$ cat src/rtl/cal_pkg.sv
package cal_pkg;
  localparam int FW   = 8;
  localparam int SELW = 4;

  typedef logic [FW-1:0] fld_t;

  typedef enum logic [SELW-1:0] {
    SEL_SEC  = 4'd0,
    SEL_MIN  = 4'd1,
    SEL_HR   = 4'd2,
    SEL_DOW  = 4'd3,
    SEL_DATE = 4'd4,
    SEL_MON  = 4'd5,
    SEL_YR   = 4'd6,
    SEL_ASEC = 4'd7,
    SEL_AMIN = 4'd8,
    SEL_AHR  = 4'd9
  } sel_e;

  // constant 0..99 rendered in the active field coding
  function automatic fld_t fmt(input int unsigned n, input logic bin);
    fld_t r;
    if (bin) r = fld_t'(n);
    else     r = fld_t'(((n / 10) << 4) | (n % 10));
    return r;
  endfunction

  // field value as plain binary
  function automatic fld_t to_bin(input fld_t v, input logic bin);
    fld_t r;
    if (bin) r = v;
    else     r = ({4'd0, v[7:4]} * 8'd10) + {4'd0, v[3:0]};
    return r;
  endfunction

  // plus one in the active coding
  function automatic fld_t inc(input fld_t v, input logic bin);
    fld_t r;
    if (bin)                r = v + 8'd1;
    else if (v[3:0] == 4'd9) r = {v[7:4] + 4'd1, 4'd0};
    else                    r = v + 8'd1;
    return r;
  endfunction
endpackage

$ cat src/rtl/cal_tick_seq.sv
module cal_tick_seq #(
  parameter int UIP_CYC = 4
) (
  input  logic clk,
  input  logic rst,
  input  logic tick,
  input  logic hold,
  output logic uip,
  output logic fire
);
  localparam int CW = $clog2(UIP_CYC + 1);
  localparam logic [CW-1:0] START = CW'(UIP_CYC);

  logic [CW-1:0] cnt;

  always_ff @(posedge clk) begin
    if (rst) begin
      cnt <= '0;
    end else if (cnt != '0) begin
      if (hold) cnt <= '0;
      else      cnt <= cnt - 1'b1;
    end else if (tick && !hold) begin
      cnt <= START;
    end
  end

  assign uip  = (cnt != '0);
  assign fire = (cnt == CW'(1)) && !hold;

  AST_UIP_FROM_TICK: assert property (@(posedge clk) disable iff (rst)
    $rose(uip) |-> $past(tick));
  AST_UIP_HOLD_CLOSE: assert property (@(posedge clk) disable iff (rst)
    hold |=> !uip);
endmodule

$ cat src/rtl/cal_next.sv
module cal_next
  import cal_pkg::*;
(
  input  logic bin,
  input  logic h24,
  input  fld_t sec_i,
  input  fld_t min_i,
  input  fld_t hr_i,
  input  fld_t dow_i,
  input  fld_t date_i,
  input  fld_t mon_i,
  input  fld_t yr_i,
  output fld_t sec_o,
  output fld_t min_o,
  output fld_t hr_o,
  output fld_t dow_o,
  output fld_t date_o,
  output fld_t mon_o,
  output fld_t yr_o
);
  logic c_min, c_hr, c_day, c_mon, c_yr;
  fld_t mon_b, yr_b, last_day, hv;
  logic leap, pm;

  always_comb begin
    // seconds / minutes
    c_min = (sec_i == fmt(59, bin));
    sec_o = c_min ? '0 : inc(sec_i, bin);
    c_hr  = c_min && (min_i == fmt(59, bin));
    min_o = c_min ? (c_hr ? '0 : inc(min_i, bin)) : min_i;

    // hours
    hv    = {1'b0, hr_i[6:0]};
    pm    = hr_i[7];
    hr_o  = hr_i;
    c_day = 1'b0;
    if (c_hr) begin
      if (h24) begin
        if (hr_i == fmt(23, bin)) begin
          hr_o  = '0;
          c_day = 1'b1;
        end else begin
          hr_o = inc(hr_i, bin);
        end
      end else begin
        if (hv == fmt(12, bin)) begin
          hr_o = {pm, fmt(1, bin)[6:0]};
        end else if (hv == fmt(11, bin)) begin
          hr_o  = {~pm, fmt(12, bin)[6:0]};
          c_day = pm;
        end else begin
          hr_o = {pm, inc(hv, bin)[6:0]};
        end
      end
    end

    // day of week: 1..7 codes identical in both codings
    dow_o = c_day ? ((dow_i == 8'd7) ? 8'd1 : dow_i + 8'd1) : dow_i;

    // month length
    mon_b = to_bin(mon_i, bin);
    yr_b  = to_bin(yr_i, bin);
    leap  = (yr_b[1:0] == 2'b00);
    case (mon_b)
      8'd2:                      last_day = leap ? fmt(29, bin) : fmt(28, bin);
      8'd4, 8'd6, 8'd9, 8'd11:   last_day = fmt(30, bin);
      default:                   last_day = fmt(31, bin);
    endcase

    c_mon  = c_day && (date_i == last_day);
    date_o = c_day ? (c_mon ? 8'd1 : inc(date_i, bin)) : date_i;
    c_yr   = c_mon && (mon_i == fmt(12, bin));
    mon_o  = c_mon ? (c_yr ? 8'd1 : inc(mon_i, bin)) : mon_i;
    yr_o   = c_yr ? ((yr_i == fmt(99, bin)) ? '0 : inc(yr_i, bin)) : yr_i;
  end
endmodule

$ cat src/rtl/cal_alarm_cmp.sv
module cal_alarm_cmp
  import cal_pkg::*;
#(
  parameter int NF = 3
) (
  input  fld_t [NF-1:0] cur,
  input  fld_t [NF-1:0] alm,
  output logic          match
);
  logic [NF-1:0] hit;

  for (genvar i = 0; i < NF; i++) begin : g_fld
    assign hit[i] = (alm[i][7:6] == 2'b11) || (alm[i] == cur[i]);
  end

  assign match = &hit;
endmodule

$ cat src/rtl/cal_clock.sv
module cal_clock
  import cal_pkg::*;
#(
  parameter int UIP_CYC = 4
) (
  input  logic            clk,
  input  logic            rst,
  input  logic            tick,
  input  logic            hold,
  input  logic            bin_mode,
  input  logic            h24,
  input  logic            ld_en,
  input  logic [SELW-1:0] ld_sel,
  input  logic [FW-1:0]   ld_data,
  output logic [FW-1:0]   sec,
  output logic [FW-1:0]   min,
  output logic [FW-1:0]   hr,
  output logic [FW-1:0]   dow,
  output logic [FW-1:0]   date,
  output logic [FW-1:0]   mon,
  output logic [FW-1:0]   yr,
  output logic            uip,
  output logic            upd_flag,
  output logic            alm_flag
);
  localparam int NALM = 3;

  fld_t sec_q, min_q, hr_q, dow_q, date_q, mon_q, yr_q;
  fld_t sec_n, min_n, hr_n, dow_n, date_n, mon_n, yr_n;
  fld_t [NALM-1:0] alm_q;
  fld_t [NALM-1:0] cur_n;
  logic fire, match, upd_q, alm_fq;

  cal_tick_seq #(.UIP_CYC(UIP_CYC)) u_seq (
    .clk(clk), .rst(rst), .tick(tick), .hold(hold), .uip(uip), .fire(fire)
  );

  cal_next u_next (
    .bin(bin_mode), .h24(h24),
    .sec_i(sec_q), .min_i(min_q), .hr_i(hr_q), .dow_i(dow_q),
    .date_i(date_q), .mon_i(mon_q), .yr_i(yr_q),
    .sec_o(sec_n), .min_o(min_n), .hr_o(hr_n), .dow_o(dow_n),
    .date_o(date_n), .mon_o(mon_n), .yr_o(yr_n)
  );

  assign cur_n = {hr_n, min_n, sec_n};

  cal_alarm_cmp #(.NF(NALM)) u_alm (
    .cur(cur_n), .alm(alm_q), .match(match)
  );

  always_ff @(posedge clk) begin
    if (rst) begin
      sec_q  <= '0;
      min_q  <= '0;
      hr_q   <= '0;
      dow_q  <= 8'd1;
      date_q <= 8'd1;
      mon_q  <= 8'd1;
      yr_q   <= '0;
      alm_q  <= '0;
      upd_q  <= 1'b0;
      alm_fq <= 1'b0;
    end else begin
      upd_q  <= fire;
      alm_fq <= fire && match;
      if (fire) begin
        sec_q  <= sec_n;
        min_q  <= min_n;
        hr_q   <= hr_n;
        dow_q  <= dow_n;
        date_q <= date_n;
        mon_q  <= mon_n;
        yr_q   <= yr_n;
      end else if (hold && ld_en) begin
        case (sel_e'(ld_sel))
          SEL_SEC:  sec_q    <= ld_data;
          SEL_MIN:  min_q    <= ld_data;
          SEL_HR:   hr_q     <= ld_data;
          SEL_DOW:  dow_q    <= ld_data;
          SEL_DATE: date_q   <= ld_data;
          SEL_MON:  mon_q    <= ld_data;
          SEL_YR:   yr_q     <= ld_data;
          SEL_ASEC: alm_q[0] <= ld_data;
          SEL_AMIN: alm_q[1] <= ld_data;
          SEL_AHR:  alm_q[2] <= ld_data;
          default: ;
        endcase
      end
    end
  end

  assign sec      = sec_q;
  assign min      = min_q;
  assign hr       = hr_q;
  assign dow      = dow_q;
  assign date     = date_q;
  assign mon      = mon_q;
  assign yr       = yr_q;
  assign upd_flag = upd_q;
  assign alm_flag = alm_fq;

  AST_UPD_AFTER_UIP: assert property (@(posedge clk) disable iff (rst)
    upd_flag |-> $past(uip));
  AST_UPD_ONE_CYCLE: assert property (@(posedge clk) disable iff (rst)
    upd_flag |=> !upd_flag);
  AST_NO_UPD_IN_HOLD: assert property (@(posedge clk) disable iff (rst)
    hold |=> !upd_flag);
  AST_HOLD_FREEZES: assert property (@(posedge clk) disable iff (rst)
    (hold && !ld_en) |=> ($stable(sec) && $stable(min) && $stable(hr) && $stable(date)));
  AST_ALM_WITH_UPD: assert property (@(posedge clk) disable iff (rst)
    alm_flag |-> upd_flag);
endmodule

$ cat config.mk
export PLATFORM = sky130hd
export DESIGN_NAME = cal_clock
export DESIGN_NICKNAME = d
export VERILOG_FILES = /design/src/rtl/cal_pkg.sv /design/src/rtl/cal_tick_seq.sv /design/src/rtl/cal_next.sv /design/src/rtl/cal_alarm_cmp.sv /design/src/rtl/cal_clock.sv
export SDC_FILE = /design/constraint.sdc
export NUM_CORES = 1
export LEC_CHECK = 0
export BUFFER_PORTS_ARGS = -buffer_cell sky130_fd_sc_hd__buf_2
export CORE_ASPECT_RATIO = 2
export CORE_MARGIN = 8
export CORE_UTILIZATION = 62
export CTS_BUF_LIST = sky130_fd_sc_hd__clkbuf_8
export CTS_CLUSTER_SIZE = 10
export DETAILED_ROUTE_END_ITERATION = 8
export PLACE_DENSITY = 0.84
export SKIP_CTS_REPAIR_TIMING = 1
export SLEW_MARGIN = 20
export SYNTH_ARGS = -nofsm -noshare
export SYNTH_HDL_FRONTEND = slang
export SYNTH_SLANG_ARGS = --single-unit
$ cat constraint.sdc
create_clock -name clk -period 5.2 [get_ports clk]
set_clock_uncertainty 0.15 [all_clocks]
set_input_delay 0.26 -clock clk [delete_from_list [all_inputs] [get_ports clk]]
set_output_delay 0.26 -clock clk [all_outputs]
set_load 0.1 [all_outputs]
==> metrics.md <==
| Metric | Value |
|---|---|
| Yosys top cell by area | dfxtp_1 |
| Seq pwr share | 0.455 |
| Share of cells above drive strength 1 | 0.1272 |
| Clock Path Buffers | 2 |
| Synthesized flop and latch total | 85 |
| Synth Cell Area | 0.006912 mm² |
| Area Growth Syn to Fin | 9.051% |
| Die W | 90.66 µm |
| Routed vias | 7667 |
| Comb power frac | 0.213 |
| Max transition margin | 0.2711 |
| Hold Vio Cnt, Final | 0 |
| Area of the multi-input gates | 0.004885 mm² |
| Cell-internal power | 992.4 µW |
| IO Count | 78 |
| Gr ovfl total | 0 |
| H-Tree Depth | 3 |
| Port Buf Inserts | 77 |
| Reg clk slew, reported paths | 0.10 ns |
| PwrDens | 203.2 mW/mm² |
| Vias/cell | 6.926 |
| Initial antenna violation count | 0 |
| Mapped Cells | 923 |
| Sequential share of the synthesized area | 0.2462 |
| Register area | 0.001702 mm² |
| CTS Buf Count | 9 |
| Asr flop ratio synth | 0 |
| DP Wirelength | 16600 µm |
| CP Class | flop to flop |
| Die area | 0.01499 mm² |
| Max cap viols | 0 |
| Mapped Nets | 974 |
| Clock Sinks | 85 |
| Pleak | 2.967 nW |
| Largest net degree at the start of global routing | 50 |
| 1st-iter DRT viols | 648 |
| CP Data Required Time | 5.32 ns |
| Worst R2R Setup Slack | 0.96 ns |
| Status | finished, final reports clean |
| Fill cells | 983 |
| Nets | 1013 |
| DP Worst Slack | 1.016 ns |
| Slew Viols, Final | 0 |
| Share of the synthesized area in the top cell type | 0.2462 |
| RePlAce Congestion | 1.041 |
| Startpoint types | flop |
| Row count | 54 |
| Number of setup violations in the final report | 0 |
| Net switching power | 538.9 µW |
| Post-route ant nets | 0 |
| Hold wc startpoint | ld_data[2] |
| Fmax | 235.8 MHz |
| Syn_area_per_cell | 7.488 µm² |
| Clock power frac | 0.332 |
| Setup TNS | 0 ns |
| Yosys warnings | 0 |
| Drt total wl | 23090 µm |
| Final Worst Setup Slack | 0.9588 ns |
| Sw Share | 0.3519 |
| DRC Markers | 0 |
| Initial Util | 0.6354 |
| Final min period | 4.241 ns |
| CTS tree | yes |
| Hold/Removal Path Class | input pin to flop |
| Synth cell types | 82 |
| CP Launch Point | mon[5] |
| Tightest Pin Transition | 1.089 ns |
| RSZ-0062 raised after global routing | no |
| Layout Utilization | 0.6929 |
| Critical Path AT | 4.36 ns |
| DR WL/cell | 20.86 µm |
| Global-route wire length before repair | 36480 µm |
| Peak supply drop | 0.1877 mV |
| CP endpoint kind | flop |
| TritonRoute pass-1 iters | 6 |
| Worst r2r src | mon[5] |
| Diode count | 0 |
| Vias in the first global route | 7324 |
| Crit Path Max Fanout | 12 |
| Final worst-path cycle share | 0.8156 |
| Core area | 0.01088 mm² |
| Tot GR Track Use | 0.3001 |
| Number of flops mapped to enable cells by yosys | 0 |
| Top FF cell, synth | dfxtp_1 |
| CTS Root Cell | clkbuf_8 |
| DIE HEIGHT | 165.3 µm |
| Clk Latency, worst-skew pair | 0.38 ns |
| Synth top area cells | dfxtp_1 (25%), nor2_1 (5.7%), ha_1 (5.4%) |
[sequential cells by signal, indices dropped and copies added (netlist names)]
name,cells
alm_q,24
date,8
dow,8
hr,8
min,8
mon,8
sec,8
yr,8
u_seq.cnt,3
alm_flag,1
upd_flag,1
[final cells by class]
type,count,share of cell area
clock buffer,10,0.01826
multi-input combinational,752,0.6481
sequential,85,0.2258
timing repair buffer,88,0.06242
tap,140,0.02324
inverter,26,0.01295
clock inverter,6,0.009296
[critical path: stages (launching register included)]
cell      delay, ns
dfxtp_1        0.57
ha_1           0.31
ha_1           0.22
fa_1           0.41
xor2_1         0.17
or2_0          0.23
or3_1          0.33
and3b_1        0.24
o21a_1         0.22
o211ai_1       0.74
o211ai_1       0.20
a221o_1        0.34
[metal layers]
metal	up-vias	GRT usage	wire length [µm]
met4	0	0.2334	1621
li1	3572	-	-
met2	386	0.5508	11900
met1	3595	0.2941	7926
met5	-	0	0
met3	114	0.04934	1640
[cells in the final DEF, fill, tap and decap left out, types with 6 or more instances in the layout]
cell / n
nor4b_1: 7
a21oi_1: 63
o2111ai_1: 7
a21o_1: 9
o21ai_0: 40
o32ai_1: 11
nor4_1: 11
o211ai_1: 17
ha_1: 30
nand2b_1: 7
a211oi_1: 12
inv_1: 26
buf_2: 77
nor3b_1: 11
or3_1: 13
dfxtp_1: 85
a22oi_1: 8
a311oi_1: 11
nand4_1: 12
xnor2_1: 9
nor2_1: 105
nor3_1: 30
nand2_1: 87
clkbuf_8: 10
buf_4: 10
and3_1: 17
a31oi_1: 17
o31ai_1: 6
o311a_1: 6
xor2_1: 7
and2_1: 11
a221oi_1: 6
mux2i_1: 33
nor2b_1: 9
nand3_1: 37
[cell usage after synthesis (26+ instances only)]
cell type,number
nand3_1,37
a21oi_1,63
nor3_1,31
o21ai_0,40
dfxtp_1,85
inv_1,26
nor2_1,105
ha_1,30
mux2i_1,33
nand2_1,88
clkbuf_1,46
[cells by family after synthesis]
family,after synthesis,synth area share
AO/OA/AOI/OAI,267,0.2706
XOR/XNOR,16,0.02028
adder cells (fa/ha/maj),32,0.06010
buffers and inverters,86,0.04815
flip-flops,85,0.2462
multiplexers,38,0.05594
AND/OR/NAND/NOR,399,0.2987
[final timing paths]
check,end,depth (start not counted)
min,min[2],3
max,date[0],11
min reg2reg,u_seq.cnt[1],2
max reg2reg,date[0],11
[power by group through the flow]
| stage | Combinational, mW | Clock (mW) | Sequential [mW] |
|---|---|---|---|
| final | 0.326 | 0.508 | 0.697 |
| after floorplan | 0.178 | 0 | 0.771 |
| after global placement | 0.316 | 0 | 0.711 |
| after global routing | 0.347 | 0.531 | 0.700 |
| after CTS | 0.321 | 0.506 | 0.696 |
| after detailed placement | 0.319 | 0 | 0.711 |
[stage by stage]
| step | cells | instance area (µm²) | hold slack [ns] | power, mW |
|---|---|---|---|---|
| 2_1_floorplan | 923 | 6912 | 0.1931 | 0.9495 |
| 3_3_place_gp | 1090 | 7320 | 0.3193 | 1.027 |
| 3_5_place_dp | 1090 | 7320 | 0.3350 | 1.031 |
| 4_1_cts | 1106 | 7527 | -0.02407 | 1.523 |
| 5_1_grt | 1107 | 7537 | 0.09075 | 1.579 |
| 6_report | 1107 | 7537 | 0.07686 | 1.531 |
Note: power is estimated with default switching activity, not from simulation.
